$ cat src/rtl/dec_pkg.sv
package dec_pkg;
  localparam int WORD_W = 16;
  localparam int OP_W   = 4;
  localparam int RSEL_W = 3;
  localparam int IMM_W  = 8;

  localparam logic [OP_W-1:0] OPC_MOVL = 4'b0000;
  localparam logic [OP_W-1:0] OPC_SETH = 4'b0001;
  localparam logic [OP_W-1:0] OPC_STR  = 4'b0100;
  localparam logic [OP_W-1:0] OPC_LDR  = 4'b0101;
  localparam logic [OP_W-1:0] OPC_ADD  = 4'b1000;
  localparam logic [OP_W-1:0] OPC_SUB  = 4'b1001;
  localparam logic [OP_W-1:0] OPC_AND  = 4'b1010;
  localparam logic [OP_W-1:0] OPC_ORR  = 4'b1011;

  localparam logic [RSEL_W-1:0] REG_PC = 3'b111;

  typedef enum logic [1:0] {
    ALU_ADD = 2'd0,
    ALU_SUB = 2'd1,
    ALU_AND = 2'd2,
    ALU_ORR = 2'd3
  } alu_op_e;

  typedef enum logic [1:0] {
    WB_ALU  = 2'd0,
    WB_LOW  = 2'd1,
    WB_HIGH = 2'd2,
    WB_MEM  = 2'd3
  } wb_sel_e;

  typedef struct packed {
    logic    is_movl;
    logic    is_seth;
    logic    is_str;
    logic    is_ldr;
    logic    is_alu;
    logic    bad;
    alu_op_e alu_op;
    wb_sel_e wb_sel;
  } op_class_t;
endpackage

$ cat src/rtl/dec_fields.sv
module dec_fields
  import dec_pkg::*;
#(
  parameter int W = WORD_W
) (
  input  logic [W-1:0]      word_i,
  output logic [OP_W-1:0]   op_o,
  output logic              cond_o,
  output logic [RSEL_W-1:0] rd_o,
  output logic [RSEL_W-1:0] ra_o,
  output logic [RSEL_W-1:0] rb_o,
  output logic [IMM_W-1:0]  imm_o,
  output logic              pad_nz_o
);
  localparam int OP_LSB   = W - OP_W;
  localparam int COND_BIT = OP_LSB - 1;
  localparam int RD_LSB   = COND_BIT - RSEL_W;
  localparam int PAD_HI   = RD_LSB - 1;
  localparam int RA_LSB   = PAD_HI - RSEL_W;
  localparam int PAD_LO   = RA_LSB - 1;
  localparam int RB_LSB   = PAD_LO - RSEL_W;

  always_comb begin
    op_o     = word_i[OP_LSB +: OP_W];
    cond_o   = word_i[COND_BIT];
    rd_o     = word_i[RD_LSB +: RSEL_W];
    ra_o     = word_i[RA_LSB +: RSEL_W];
    rb_o     = word_i[RB_LSB +: RSEL_W];
    imm_o    = word_i[IMM_W-1:0];
    pad_nz_o = word_i[PAD_HI] | word_i[PAD_LO];
  end
endmodule

$ cat src/rtl/dec_classify.sv
module dec_classify
  import dec_pkg::*;
(
  input  logic [OP_W-1:0] op_i,
  input  logic            pad_nz_i,
  output op_class_t       cls_o
);
  logic reg_form;

  always_comb begin
    cls_o          = '0;
    cls_o.alu_op   = ALU_ADD;
    cls_o.wb_sel   = WB_ALU;
    reg_form       = 1'b0;
    unique case (op_i)
      OPC_MOVL: begin cls_o.is_movl = 1'b1; cls_o.wb_sel = WB_LOW;  end
      OPC_SETH: begin cls_o.is_seth = 1'b1; cls_o.wb_sel = WB_HIGH; end
      OPC_STR:  begin cls_o.is_str  = 1'b1; reg_form = 1'b1; end
      OPC_LDR:  begin cls_o.is_ldr  = 1'b1; reg_form = 1'b1; cls_o.wb_sel = WB_MEM; end
      OPC_ADD, OPC_SUB, OPC_AND, OPC_ORR: begin
        cls_o.is_alu = 1'b1;
        reg_form     = 1'b1;
        cls_o.alu_op = alu_op_e'(op_i[1:0]);
      end
      default: cls_o.bad = 1'b1;
    endcase
    if (reg_form && pad_nz_i) cls_o.bad = 1'b1;
  end
endmodule

$ cat src/rtl/dec_cond.sv
module dec_cond (
  input  logic cond_i,
  input  logic zflag_i,
  output logic pass_o
);
  always_comb pass_o = (~cond_i) | zflag_i;
endmodule

$ cat src/rtl/cond_decoder.sv
module cond_decoder
  import dec_pkg::*;
(
  input  logic [15:0] instr_i,
  input  logic        zflag_i,
  output logic [3:0]  op_o,
  output logic        cond_o,
  output logic [2:0]  rd_o,
  output logic [2:0]  ra_o,
  output logic [2:0]  rb_o,
  output logic [7:0]  imm8_o,
  output logic [15:0] imm_ext_o,
  output logic        cond_pass_o,
  output logic        reg_we_o,
  output logic        flag_we_o,
  output logic        mem_rd_o,
  output logic        mem_wr_o,
  output logic [1:0]  alu_op_o,
  output logic [1:0]  wb_sel_o,
  output logic        pc_wr_o,
  output logic        undef_o
);
  localparam int HI_W = WORD_W - IMM_W;

  logic      pad_nz;
  logic      pass;
  logic      go;
  op_class_t cls;

  dec_fields #(.W(WORD_W)) u_fields (
    .word_i   (instr_i),
    .op_o     (op_o),
    .cond_o   (cond_o),
    .rd_o     (rd_o),
    .ra_o     (ra_o),
    .rb_o     (rb_o),
    .imm_o    (imm8_o),
    .pad_nz_o (pad_nz)
  );

  dec_classify u_class (
    .op_i     (op_o),
    .pad_nz_i (pad_nz),
    .cls_o    (cls)
  );

  dec_cond u_cond (
    .cond_i  (cond_o),
    .zflag_i (zflag_i),
    .pass_o  (pass)
  );

  always_comb begin
    go          = pass & ~cls.bad;
    cond_pass_o = pass;
    undef_o     = cls.bad;
    reg_we_o    = go & (cls.is_movl | cls.is_seth | cls.is_ldr | cls.is_alu);
    flag_we_o   = go & cls.is_alu;
    mem_rd_o    = go & cls.is_ldr;
    mem_wr_o    = go & cls.is_str;
    pc_wr_o     = reg_we_o & (rd_o == REG_PC);
    alu_op_o    = cls.alu_op;
    wb_sel_o    = cls.wb_sel;
    if (cls.is_seth)      imm_ext_o = {imm8_o, {HI_W{1'b0}}};
    else if (cls.is_movl) imm_ext_o = {{HI_W{1'b0}}, imm8_o};
    else                  imm_ext_o = '0;
  end
endmodule

$ cat config.mk
export PLATFORM = sky130hd
export DESIGN_NAME = cond_decoder
export DESIGN_NICKNAME = d
export VERILOG_FILES = /design/src/rtl/dec_pkg.sv /design/src/rtl/dec_fields.sv /design/src/rtl/dec_classify.sv /design/src/rtl/dec_cond.sv /design/src/rtl/cond_decoder.sv
export SDC_FILE = /design/constraint.sdc
export NUM_CORES = 1
export LEC_CHECK = 0
export BUFFER_PORTS_ARGS = -buffer_cell sky130_fd_sc_hd__buf_2
export CORE_MARGIN = 2
export CORE_UTILIZATION = 33
export DETAILED_ROUTE_END_ITERATION = 8
export PLACE_DENSITY = 0.87
export SKIP_LAST_GASP = 1
export SLEW_MARGIN = 20
export SYNTH_ARGS = -nofsm -noshare
export SYNTH_HDL_FRONTEND = slang
export SYNTH_SLANG_ARGS = --single-unit
$ cat constraint.sdc
create_clock -name vclk -period 1.6
set_input_delay 0.16 -clock vclk [all_inputs]
set_output_delay 0.16 -clock vclk [all_outputs]
set_load 0.005 [all_outputs]
* Word-level counts from Yosys, hierarchy flattened *
Index checks and enable logic that the tools add are counted.
Widths: inputs -> output; s select.

cells by class
  reductions and logical operators = 5
  add/sub/neg operators = 0
  shift operators = 0
  order comparisons = 0
  bitwise operators = 13
  multipliers = 0
  mux-type cells = 12
  div/mod/pow operators = 0
  equal/unequal tests = 8

operators with widths
  cell                number
  $eq 4x4->1 const B  4
  $mux 16             1
  $eq 4x3->1 const B  2
  $mux 1              8
  $mux 8              1
  $reduce_or 8->1     1
  $and 1x1->1         6
  $pmux 2 s3          1
  $reduce_or 6->1     1
  $or 1x1->1          5
  $eq 4x1->1 const B  1
  $logic_not 4->1     1
  $reduce_or 4->1     1
  $eq 3x3->1 const B  1
  $mux 2              1
  $not 1->1           2
  $logic_and 1x1->1   1

storage, ports and cells
  latch bits = 0
  ROM bits = 0
  RAM bits = 0
  output and inout bits = 49
  register bits after elaboration = 0
  memories kept = 0
  word-level logic and storage cells = 38

* Longest topological paths before layout *
  depth after elaboration = 9
  gate-level depth with buffers = 4

* Cells and area by module *
A second synthesis with hierarchy kept.

unflattened totals
  cell total of the unflattened synthesis = 64
  area, all modules = 434.2 um^2

modules (own cells, without submodules)
  module        times used  cells an instance  area each (um^2)  seq. area each (um^2)
  dec_fields    1           23                 171.4             0.0
  cond_decoder  1           26                 166.4             0.0
  dec_classify  1           14                 90.1              0.0
  dec_cond      1           1                  6.3               0.0

* Least setup slack after synthesis *
OpenSTA, ideal clock, no wires.

  kind = input -> output
  start point = in instr_i[15]
  end point = out imm_ext_o[0]
  slack = 772 ps
  cell stages on the path = 2
  data required time = 1440 ps
  data arrival time = 668 ps
  cells stage by stage = nor4_4 > and2_1

on the way
  cells in the longest elaborated chain, start to end = 4
  elaborated cells on any way between the ends = 6

ends and longest elaborated chain
  element          line                RTL
  from (decl)      cond_decoder.sv:4   input logic [15:0] instr_i,
  $logic_not 4->1  dec_classify.sv:15  unique case (op_i)
  $mux 1           dec_classify.sv:15
  $mux 8           cond_decoder.sv:65  else if (cls.is_movl) imm_ext_o = {{HI_W{1'b0}}, imm8_o};
  $mux 16 (*)      cond_decoder.sv:64  if (cls.is_seth) imm_ext_o = {imm8_o, {HI_W{1'b0}}};
  to (decl)        cond_decoder.sv:12  output logic [15:0] imm_ext_o,

Mark *: on every way between the ends. The rest lies on a longest branch, timed or not.

* Final worst setup path *
  start point = in instr_i[15]
  end point = out imm_ext_o[6]

The elaborated chain is that of the path after synthesis.

==> out/metrics.yaml <==
outcome: "completed"
grt_antenna_before_repair: 0
slew_viol_final: 0
register_area_um2: 0
wl_per_cell_um: 9.90
critPathTopFamily: "simple AND/OR/NAND/NOR gates"
worstPathArrival_ps: 1020
critPathMaxFanout: 8
nFlopsAndLatches: 0
syn_nets: 79
clockBufferCount: 0
final_util_pct: 49.1
yosysTopAreaCellShare_pct: 38.4
antenna_cells: 0
drv_cap: 0
dp_hpwl_mm: 1.06
worst_ep_required_time_ps: 1440
start_util_pct: 34.4
critPathLaunchType: "input pin"
slew_headroom_pct: 75.8
fillerInstances: 145
via_count: 520
grt_remaining_overflow: 0
min-delay-path-class: "input pin to output pin"
cts_resized: 0
grt_usage_pct: 12.9
area_growth_pct: 42.7
synth_area_leader_cell: "buf_4"
hold_path_end: "cond_o"
p_per_area_nw_per_um2: 200
die_x_um: 40.1
worst_pin_slew_ps: 360
setup_viol: 0
met2_usage_pct: 22.6
multiInputGateArea_um2: 254
ant_nets: 0
routabilityCongestion: 0.811
num_rows: 13
drcViolationCount: 0
yosys-top-cells-count: "buf_4 (22), and2_1 (8), and3_1 (8)"
vias_per_cell: 4.30
grt_use_met3_pct: 0
cp_cell_sequence: "buf_2 -> nor4_4 -> and2_1 -> buf_2"
core_um2: 1250
syn_inst: 62
grt-busiest-layer: "met2"
path_class: "input pin to output pin"
period_share_pct: 73.8
worst_hold_startpoint: "instr_i[11]"
die_y_um: 40.1
synth.most_common_cell: "buf_4"
cts-hold-fix-buffers: 0
worst_path_largest_cell_delay_ps: 410
power_leakage_nw: 0.429
ys_seq_area_share_pct: 0
tns_ps: 0
rsz0062_at_grt: "false"
cp-end-kind: "output pin"
grt_pass1_vias: 353
die-area_um2: 1610
worst_ir_drop_vdd_v: 0.0000712
finalNetCount: 125
critPathMostFrequentCell: "buf_2"
grt_start_max_net_pins: 10
grt_use_met1_pct: 18.5
first_iter_violations: 6
critPathBufInv: 2
synth_area_um2: 430
io_pins: 66
totalWireLength_mm: 1.20
post_cts_buffers: 0
hold_viol: 0
crit_path_top_delay_cell: "nor4_4"
avgSynthCellArea_um2: 6.94
drive_gt1_share_pct: 70.8
synth_area_leaders: "buf_4 (38%), and2_1 (12%), and3_1 (12%)"
ys_types: 22
whs_path_depth: 2
first_pass_iters: 2
synth.yosys.warnings: 0
grt_pass1_wl_mm: 1.50
fmax_mhz: 846
post-route-min-period_ps: 1180
io_buffer_count: 66
==> power by group <==
part / total [mW] / switching [mW] / internal (mW)
Sequential: 0 / 0 / 0
Clock: 0 / 0 / 0
Combinational: 0.123 / 0.0627 / 0.0603
==> cell families after synthesis <==
| logic type | synth area share [%] |
|---|---|
| xor+xnor | 2.04 |
| compound gates | 6.10 |
| simple gates | 50.9 |
| buf+inv | 41.0 |
==> per-layer routing <==
metal	routed length (um)	part of all wire, %	vias up
li1	-	-	274
met1	493	41	226
met2	635	53	20
met3	69	5.8	0
met5	0	0	-
met4	0	0	0
==> cells in the final DEF (no fill, tap or decap) <==
cell type and count:
a22oi_2 1, and2_1 8, and2_2 2, and2b_4 1, and3_1 8, and3_2 1
buf_2 66, inv_1 2, inv_2 1, nand2_1 1, nand2b_1 1, nand3_1 2
nor2_1 3, nor2_2 1, nor2b_1 1, nor3_1 1, nor3_2 1, nor4_1 1
nor4_4 1, o21ai_1 1, o221ai_1 1, xor2_1 1
==> worst max path at each step <==
stage,start,to,slack (ps),cells past startpoint
2_1_floorplan,instr_i[15],imm_ext_o[0],770,2
3_3_place_gp,instr_i[14],pc_wr_o,460,5
3_5_place_dp,instr_i[15],imm_ext_o[6],410,4
4_1_cts,instr_i[15],imm_ext_o[6],410,4
5_1_grt,instr_i[15],imm_ext_o[6],300,4
6_report,instr_i[15],imm_ext_o[6],420,4
==> through the flow <==
stage               setup WS [ps]  power (mW)  hold WS [ps]  instance area (um^2)  std cells
floorplan                     772      0.0796           354                   430         62
global placement              462       0.121           500                   614        121
detailed placement            409       0.124           502                   614        121
CTS                           410       0.125           502                   614        121
global route                  304       0.140           510                   614        121
finish                        419       0.123           501                   614        121
==> final cells by class <==
| class | instances | share of cell area, % |
|---|---|---|
| inverters | 3 | 1.83 |
| multi-input cells | 37 | 41.3 |
| well taps | 15 | 3.05 |
| repair buffers | 66 | 53.8 |
No activity file was read; power rests on OpenSTA's default activity.
